### config.mk
export PLATFORM = sky130hd
export DESIGN_NAME = i2s_tap_capture
export DESIGN_NICKNAME = d
export VERILOG_FILES = /design/src/rtl/i2s_hist_pkg.sv /design/src/rtl/i2s_line_sync.sv /design/src/rtl/i2s_word_deser.sv /design/src/rtl/i2s_tap_hist.sv /design/src/rtl/i2s_tap_capture.sv
export SDC_FILE = /design/constraint.sdc
export NUM_CORES = 1
export LEC_CHECK = 0
export BUFFER_PORTS_ARGS = -buffer_cell sky130_fd_sc_hd__buf_2
export CORE_MARGIN = 2
export CORE_UTILIZATION = 50
export DETAILED_ROUTE_END_ITERATION = 6
export GPL_ROUTABILITY_DRIVEN = 0
export PLACE_DENSITY_LB_ADDON = 0.08
export SLEW_MARGIN = 30
export SYNTH_ARGS = -nofsm -noshare
export SYNTH_HDL_FRONTEND = slang
export SYNTH_SLANG_ARGS = --single-unit
### constraint.sdc
create_clock -name clk -period 3.85 [get_ports clk]
set_input_delay 0.5775 -clock clk [delete_from_list [all_inputs] [get_ports clk]]
set_output_delay 0.5775 -clock clk [all_outputs]
set_load 0.1 [all_outputs]
### src/rtl/i2s_hist_pkg.sv
`timescale 1ns/1ps
package i2s_hist_pkg;
  typedef enum logic {
    CH_LEFT  = 1'b0,
    CH_RIGHT = 1'b1
  } chan_e;
endpackage

### src/rtl/i2s_line_sync.sv
`timescale 1ns/1ps
module i2s_line_sync #(
  parameter int STAGES = 2
) (
  input  logic clk,
  input  logic rst_n,
  input  logic sck_in,
  input  logic ws_in,
  input  logic sd_in,
  output logic bit_stb,
  output logic ws_bit,
  output logic sd_bit
);
  localparam int TOP = STAGES - 1;

  logic [TOP:0] sck_q, ws_q, sd_q;
  logic [TOP:0] sck_n, ws_n, sd_n;
  logic         sck_last;

  generate
    if (STAGES == 1) begin : g_one
      always_comb begin
        sck_n = sck_in;
        ws_n  = ws_in;
        sd_n  = sd_in;
      end
    end else begin : g_many
      always_comb begin
        sck_n = {sck_q[TOP-1:0], sck_in};
        ws_n  = {ws_q[TOP-1:0], ws_in};
        sd_n  = {sd_q[TOP-1:0], sd_in};
      end
    end
  endgenerate

  always_ff @(posedge clk or negedge rst_n) begin
    if (!rst_n) begin
      sck_q    <= '0;
      ws_q     <= '0;
      sd_q     <= '0;
      sck_last <= 1'b0;
    end else begin
      sck_q    <= sck_n;
      ws_q     <= ws_n;
      sd_q     <= sd_n;
      sck_last <= sck_q[TOP];
    end
  end

  assign bit_stb = sck_q[TOP] & ~sck_last;
  assign ws_bit  = ws_q[TOP];
  assign sd_bit  = sd_q[TOP];

  // a rising bit clock edge yields a strobe of exactly one cycle
  a_r2_single_rise: assert property (@(posedge clk) disable iff (!rst_n)
    bit_stb |=> !bit_stb);
endmodule

### src/rtl/i2s_word_deser.sv
`timescale 1ns/1ps
module i2s_word_deser
  import i2s_hist_pkg::*;
#(
  parameter int WORD_W = 24,
  parameter int KEEP_W = 12
) (
  input  logic              clk,
  input  logic              rst_n,
  input  logic              bit_stb,
  input  logic              ws_bit,
  input  logic              sd_bit,
  input  logic              chan_sel,
  output logic              word_vld,
  output logic [KEEP_W-1:0] word
);
  localparam int CNT_MAX = (WORD_W > KEEP_W) ? WORD_W : KEEP_W;
  localparam int CNT_W   = $clog2(CNT_MAX + 1);

  logic              ws_prev_q, ws_prev_n;
  logic              primed_q, primed_n;
  logic [CNT_W-1:0]  cnt_q, cnt_n;
  logic [KEEP_W-1:0] cap_q, cap_n, cap_ins;
  logic [KEEP_W-1:0] word_q, word_n;
  logic              vld_q, vld_n;

  always_comb begin
    ws_prev_n = ws_prev_q;
    primed_n  = primed_q;
    cnt_n     = cnt_q;
    cap_n     = cap_q;
    word_n    = word_q;
    vld_n     = 1'b0;
    cap_ins   = cap_q;
    for (int i = 0; i < KEEP_W; i++) begin
      if (cnt_q == CNT_W'(KEEP_W - 1 - i)) cap_ins[i] = sd_bit;
    end
    if (bit_stb) begin
      ws_prev_n = ws_bit;
      if (ws_bit != ws_prev_q) begin
        primed_n = 1'b1;
        cnt_n    = '0;
        cap_n    = '0;
        if (primed_q && (chan_e'(ws_prev_q) == chan_e'(chan_sel))) begin
          vld_n  = 1'b1;
          word_n = cap_ins;
        end
      end else begin
        cap_n = cap_ins;
        if (cnt_q != CNT_W'(CNT_MAX)) cnt_n = cnt_q + 1'b1;
      end
    end
  end

  always_ff @(posedge clk or negedge rst_n) begin
    if (!rst_n) begin
      ws_prev_q <= 1'b0;
      primed_q  <= 1'b0;
      cnt_q     <= '0;
      cap_q     <= '0;
      word_q    <= '0;
      vld_q     <= 1'b0;
    end else begin
      ws_prev_q <= ws_prev_n;
      primed_q  <= primed_n;
      cnt_q     <= cnt_n;
      cap_q     <= cap_n;
      word_q    <= word_n;
      vld_q     <= vld_n;
    end
  end

  assign word_vld = vld_q;
  assign word     = word_q;

  // a finished word is only reported right after a bit clock edge
  a_r2_word_on_edge: assert property (@(posedge clk) disable iff (!rst_n)
    word_vld |-> $past(bit_stb));
endmodule

### src/rtl/i2s_tap_hist.sv
`timescale 1ns/1ps
module i2s_tap_hist #(
  parameter int DEPTH  = 7,
  parameter int KEEP_W = 12,
  parameter int ADDR_W = 3
) (
  input  logic              clk,
  input  logic              rst_n,
  input  logic              push,
  input  logic [KEEP_W-1:0] din,
  input  logic [ADDR_W-1:0] rd_addr,
  output logic [KEEP_W-1:0] rd_data,
  output logic              pushed
);
  logic [KEEP_W-1:0] hist_q [DEPTH];
  logic [KEEP_W-1:0] hist_n [DEPTH];
  logic              pushed_q;

  generate
    for (genvar i = 0; i < DEPTH; i++) begin : g_tap
      if (i == 0) begin : g_head
        always_comb hist_n[i] = push ? din : hist_q[i];
      end else begin : g_body
        always_comb hist_n[i] = push ? hist_q[i-1] : hist_q[i];
        // each push moves the older entry up one address
        a_r7_shift: assert property (@(posedge clk) disable iff (!rst_n)
          push |=> hist_q[i] == $past(hist_q[i-1]));
      end
      always_ff @(posedge clk or negedge rst_n) begin
        if (!rst_n) hist_q[i] <= '0;
        else        hist_q[i] <= hist_n[i];
      end
    end
  endgenerate

  always_ff @(posedge clk or negedge rst_n) begin
    if (!rst_n) pushed_q <= 1'b0;
    else        pushed_q <= push;
  end

  always_comb begin
    rd_data = '0;
    for (int i = 0; i < DEPTH; i++) begin
      if (rd_addr == ADDR_W'(i)) rd_data = hist_q[i];
    end
  end

  assign pushed = pushed_q;

  // the strobe never lasts longer than one cycle
  a_r9_one_cycle: assert property (@(posedge clk) disable iff (!rst_n)
    pushed |=> !pushed);
  // the head entry holds its value unless a push occurs
  a_r7_hold_head: assert property (@(posedge clk) disable iff (!rst_n)
    !push |=> $stable(hist_q[0]));
endmodule

### src/rtl/i2s_tap_capture.sv
`timescale 1ns/1ps
module i2s_tap_capture #(
  parameter int WORD_W      = 24,
  parameter int KEEP_W      = 12,
  parameter int DEPTH       = 7,
  parameter int SYNC_STAGES = 2,
  localparam int ADDR_W     = $clog2(DEPTH + 1)
) (
  input  logic              clk,
  input  logic              rst_n,
  input  logic              sck,
  input  logic              ws,
  input  logic              sd,
  input  logic              chan_sel,
  input  logic [ADDR_W-1:0] rd_addr,
  output logic [KEEP_W-1:0] rd_data,
  output logic              new_sample
);
  logic [1:0]        rst_pipe;
  logic              rst_core_n;
  logic              bit_stb, ws_bit, sd_bit;
  logic              word_vld;
  logic [KEEP_W-1:0] word;

  always_ff @(posedge clk or negedge rst_n) begin
    if (!rst_n) rst_pipe <= '0;
    else        rst_pipe <= {rst_pipe[0], 1'b1};
  end
  assign rst_core_n = rst_pipe[1];

  i2s_line_sync #(.STAGES(SYNC_STAGES)) u_sync (
    .clk     (clk),
    .rst_n   (rst_core_n),
    .sck_in  (sck),
    .ws_in   (ws),
    .sd_in   (sd),
    .bit_stb (bit_stb),
    .ws_bit  (ws_bit),
    .sd_bit  (sd_bit)
  );

  i2s_word_deser #(.WORD_W(WORD_W), .KEEP_W(KEEP_W)) u_deser (
    .clk      (clk),
    .rst_n    (rst_core_n),
    .bit_stb  (bit_stb),
    .ws_bit   (ws_bit),
    .sd_bit   (sd_bit),
    .chan_sel (chan_sel),
    .word_vld (word_vld),
    .word     (word)
  );

  i2s_tap_hist #(.DEPTH(DEPTH), .KEEP_W(KEEP_W), .ADDR_W(ADDR_W)) u_hist (
    .clk     (clk),
    .rst_n   (rst_core_n),
    .push    (word_vld),
    .din     (word),
    .rd_addr (rd_addr),
    .rd_data (rd_data),
    .pushed  (new_sample)
  );
endmodule

==> Word-level counts from Yosys, hierarchy flattened <==
Index checks and enable logic that the tools add are counted.
{ "totals": {"wordCells": 74, "latch_bits": 0, "in_bits": 9, "mem_count": 0, "register_bits": 126, "output_inout_bits": 13, "ramBits": 0, "rom_bits": 0} }
{ "classes": {"n_bitwise": 2, "shift": 0, "n_mul": 0, "add_sub_neg": 1, "n_eq_ne": 20, "reduce_logical": 7, "n_mux": 25, "order_cmp": 0, "div_mod_pow": 0} }
{ "op_table": {"columns": ["cell", "count"], "rows": [
  ["12-bit 2-to-1 mux", 8],
  ["5-bit by 3-bit == test with 1-bit output, second input constant", 4],
  ["5-bit by 4-bit == test with 1-bit output, second input constant", 4],
  ["1-bit 2-to-1 mux", 15],
  ["5-bit by 2-bit == test with 1-bit output, second input constant", 2],
  ["5-bit 2-to-1 mux", 2],
  ["3-bit == test, second input constant", 3],
  ["3-bit by 2-bit == test with 1-bit output, second input constant", 2],
  ["5-bit by 1-bit adder with 5-bit output, second input constant", 1],
  ["5-bit by 1-bit == test with 1-bit output, second input constant", 1],
  ["5-bit zero test", 1],
  ["5-bit inequality test, second input constant", 1],
  ["2-bit AND reduction", 2],
  ["3-bit by 1-bit == test with 1-bit output, second input constant", 1],
  ["3-bit zero test", 1],
  ["3-bit AND reduction", 1],
  ["2-bit nonzero test", 1],
  ["1-bit bitwise AND", 1],
  ["1-bit == test", 1],
  ["1-bit logical AND", 1],
  ["1-bit inequality test", 1],
  ["1-bit inverter", 1]
]} }

==> Longest topological paths before layout <==
{ "logic_depth": {"ltp_word": 8, "depth_mapped": 7, "depth_no_buf": 6} }

==> Cells and area by module <==
A second synthesis with hierarchy kept.
{ "unflattened": {"cells_unflattened": 477, "area_unflattened_um2": 6015.8} }
{ "modules_own_cells": {"columns": ["mod", "n_inst", "cells_each", "seq_area_each_um2", "area_per_inst_um2"], "rows": [
  ["i2s_tap_hist", 1, 321, 2127.0, 4115.2],
  ["i2s_word_deser", 1, 145, 800.8, 1657.8],
  ["i2s_line_sync", 1, 8, 175.2, 188.9],
  ["i2s_tap_capture", 1, 3, 50.0, 53.8]
]} }

==> Worst setup path before layout <==
No wires, ideal clock.
{ "synth_timing": {"kind": "in2out", "startpoint": "input rd_addr[0]", "endpoint": "output rd_data[10]", "path_stages": 6, "required_ns": 3.273, "n_path_buf": 2, "setup_slack_ns": 0.560, "t_arrival_ns": 2.713, "cell_sequence": "buf_2 > and2b_1 > buf_4 > o2bb2ai_1 > nand2b_1 > a21oi_1"} }
{ "synth_via": {"elab_chain_cells": 8, "word_cells_on_any_way": 14, "cone_classes": "eq/ne: 6; mux: 7; reduce/logical: 1"} }
{ "synth_lines": {"columns": ["item", "line_no", "source"], "rows": [
  ["start, declared", "i2s_tap_capture.sv:15", "input logic [ADDR_W-1:0] rd_addr,"],
  ["3-bit zero test", "i2s_tap_hist.sv:44", "if (rd_addr == ADDR_W'(i)) rd_data = hist_q[i];"],
  ["12-bit 2-to-1 mux (6 in series)", "i2s_tap_hist.sv:44", null],
  ["12-bit 2-to-1 mux (*)", "i2s_tap_hist.sv:44", null],
  ["end, declared", "i2s_tap_capture.sv:16", "output logic [KEEP_W-1:0] rd_data,"]
]} }
Mark *: on every way between the ends. The rest lies on a longest branch, timed or not.

==> Worst setup path in the final report <==
{ "layout_timing": {"startpoint": "input rd_addr[0]", "endpoint": "output rd_data[6]"} }
Same word-level chain as after synthesis.

==> flow_summary.json <==
{
  "yosysWarnings": 0,
  "maxSlewHeadroom_pct": 45.47,
  "fillers": 985,
  "cts_sinks": 126,
  "final.setup.tns_ns": 0,
  "synth-async-reset-ratio_pct": 100.0,
  "required_ns": 3.27,
  "htreeDepth": 4,
  "antenna_found_initial": 0,
  "synthTopCellsByArea": "dfrtp_1, mux2_2, mux2i_1, o21ai_0, a21oi_1",
  "cts_resized": 0,
  "drc": 3,
  "nNetsFinal": 522,
  "hold_violations": 0,
  "antenna_left": 0,
  "critPathMaxStageDelay_ns": 0.54,
  "cp_max_fo": 17,
  "skew_ns": 0.006530,
  "dr.pass1.iters": 7,
  "worstMarginPinSlew_ns": 0.8163,
  "p_leak_nw": 3.002,
  "critPathKind": "in -> out",
  "layout-area-overhead-vs-synth_pct": 12.31,
  "synth.most_common_cell": "dfrtp_1",
  "routed_wl_um": 11440,
  "grt_pass1_vias": 3921,
  "crit_arrival_ns": 2.54,
  "root_buffer": "clkbuf_16",
  "yosys.area.top_type_share_pct": 53.12,
  "die_w_um": 113.0,
  "setup_viol_count_final": 0,
  "synth-edff-count": 0,
  "die-area_mm2": 0.01276,
  "hold_class": "reg -> async",
  "maxCapViolations": 0,
  "crit_slowest_cell": "o32ai_1",
  "grt_first_pass_wirelength_um": 19670,
  "fin_crit_ns": 3.116,
  "cts_tree": "built",
  "coreArea_mm2": 0.01152,
  "utilization_pct": 57.89,
  "clk_pin_slew_ns": 0.05,
  "synth_flop_cell": "dfrtp_1",
  "antenna_cells": 0,
  "numCtsBuffers": 17,
  "dp_hpwl_um": 7034,
  "wl_per_cell_um": 17.23,
  "power_density_mw_per_mm2": 643.7,
  "drtIter0Drc": 272,
  "synth_nets": 510,
  "ys_types": 45,
  "port_buffers": 21,
  "die_y_um": 113.0,
  "synth_top_cell_by_area": "dfrtp_1",
  "finalMaxSlewViolations": 0,
  "row_count": 39,
  "grt_max_degree": 72,
  "grtUsageTotal_pct": 19.74,
  "fmax_mhz": 320.9,
  "status": "finished with violations",
  "rsz0062_at_grt": "no",
  "synth-seq-area-share_pct": 53.12,
  "vias_per_cell": 5.721,
  "synth_area_per_cell_um2": 11.94,
  "cp_common_cell": "buf_2",
  "cts_setup_buffers": 0,
  "syn_area_mm2": 0.005936,
  "ys_seq_elements": 126,
  "cp-end-kind": "output port",
  "num_io_pins": 22,
  "startpoint_type": "primary input",
  "period_share_pct": 80.93,
  "crit_chain": "buf_2 -> buf_4 -> nand2_1 -> o32ai_1 -> a21oi_1 -> buf_2",
  "violations": "design-rule violations",
  "vias": 3799,
  "insertion_delay_ns": 0.41,
  "start_util_pct": 51.54,
  "layout-drive-gt1-share_pct": 29.75,
  "synthesis.instances": 497,
  "grt_overflow": 0,
  "synthTopCellsByCount": "dfrtp_1, mux2_2, o21ai_0",
  "ir_worst_vdd_mv": 0.3546,
  "clockBufferDepth": 2
}
## per-stage QoR
stage / total power [mW] / instances / hold WS (ns) / area (µm²) / setup slack [ns]
3_3_place_gp: 2.730 / 629 / 0.3316 / 6021 / 0.7873
6_report: 4.291 / 664 / 0.2244 / 6666 / 0.7341
4_1_cts: 4.334 / 663 / 0.2487 / 6639 / 0.7685
3_5_place_dp: 2.772 / 631 / 0.3381 / 6061 / 0.7596
5_1_grt: 4.518 / 664 / 0.2498 / 6666 / 0.6735
2_1_floorplan: 2.570 / 497 / 0.2819 / 5936 / 0.07971
## per-layer routing
| layer | up-vias | track usage, % | part of all wire [%] |
|---|---|---|---|
| li1 | 1799 | - | - |
| met1 | 1901 | 26.52 | 46 |
| met2 | 71 | 30.08 | 47 |
| met3 | 28 | 4.339 | 3.6 |
| met4 | 0 | 10.73 | 2.9 |
| met5 | - | 0 | 0 |
## timing repair
item / CTS / global route
hold endpoints to repair: 2 / 0
hold buffers: 1 / 0
endpoints found under the setup margin: 0 / 0
## kinds of logic (layout without fill, tap and decap cells)
family,Yosys count,after routing,synth area share [%]
flip-flops,126,126,53.12
AO/OA/AOI/OAI,114,114,12.25
multiplexers,108,108,19.98
AND/OR/NAND/NOR,86,86,8.074
buffers and inverters,56,80,5.249
adder cells (fa/ha/maj),4,4,0.8432
XOR/XNOR,2,2,0.4217
other,1,1,0.06318
## placed cells by master, fill, tap and decap left out, drive strengths merged, types with 3 or more instances in the layout
cell type	Yosys	layout
o32ai	12	12
inv	20	20
mux2i	24	24
a22oi	12	12
nand3	6	6
a21oi	32	32
nor2	16	16
mux2	84	84
ha	4	4
o21ai	36	36
o2bb2ai	12	12
nand2	33	33
buf	29	28
and4bb	3	3
clkbuf	7	23
nand2b	15	15
dfrtp	126	126
clkinv	0	6
o22ai	6	6
## worst paths after layout
path                                       from                end  slack, ns  depth (start not counted)
worst max-delay path                 rd_addr[0]         rd_data[6]       0.73                          6
worst min-delay path                rst_pipe[1]    u_sync.sck_q[1]       0.22                          0
worst max register to register  u_sync.sck_q[1]    u_deser.word[9]       2.04                          4
worst min register to register      rst_pipe[1]    u_sync.sck_q[1]       0.22                          0
max in group asynchronous           rst_pipe[1]  u_hist.hist_q[63]       2.93                          1
min in group clk                            sck    u_sync.sck_q[0]       0.27                          1
## final cells by class
class	count	area [µm²]	area share [%]
well taps	143	178.9	2.684
flip-flops and latches	126	3161	47.41
clock buffers	23	478.0	7.170
multi-input cells	315	2471	37.07
inverters	20	75.07	1.126
repair buffers	29	212.7	3.191
clock inverters	8	90.09	1.351
## state kept, by name, summed over array words and instances (netlist names), 2 cells and up
register       flops
u_deser.cnt_q      5
u_hist.hist_q     84
u_sync.sd_q        2
rst_pipe           2
u_sync.ws_q        2
u_sync.sck_q       2
u_deser.cap_q     12
u_deser.word      12
## where the power goes
group	switching, mW	internal (mW)
Combinational	0.472	0.374
Sequential	0.257	1.65
Clock	0.544	0.992
## worst max-delay path, delay by kind of cell
kind	cells	cell delay, ns
AO/OA/AOI/OAI	2	0.63
buffers and inverters	3	0.92
AND/OR/NAND/NOR	1	0.39
Power figures use the tool's default switching activity.
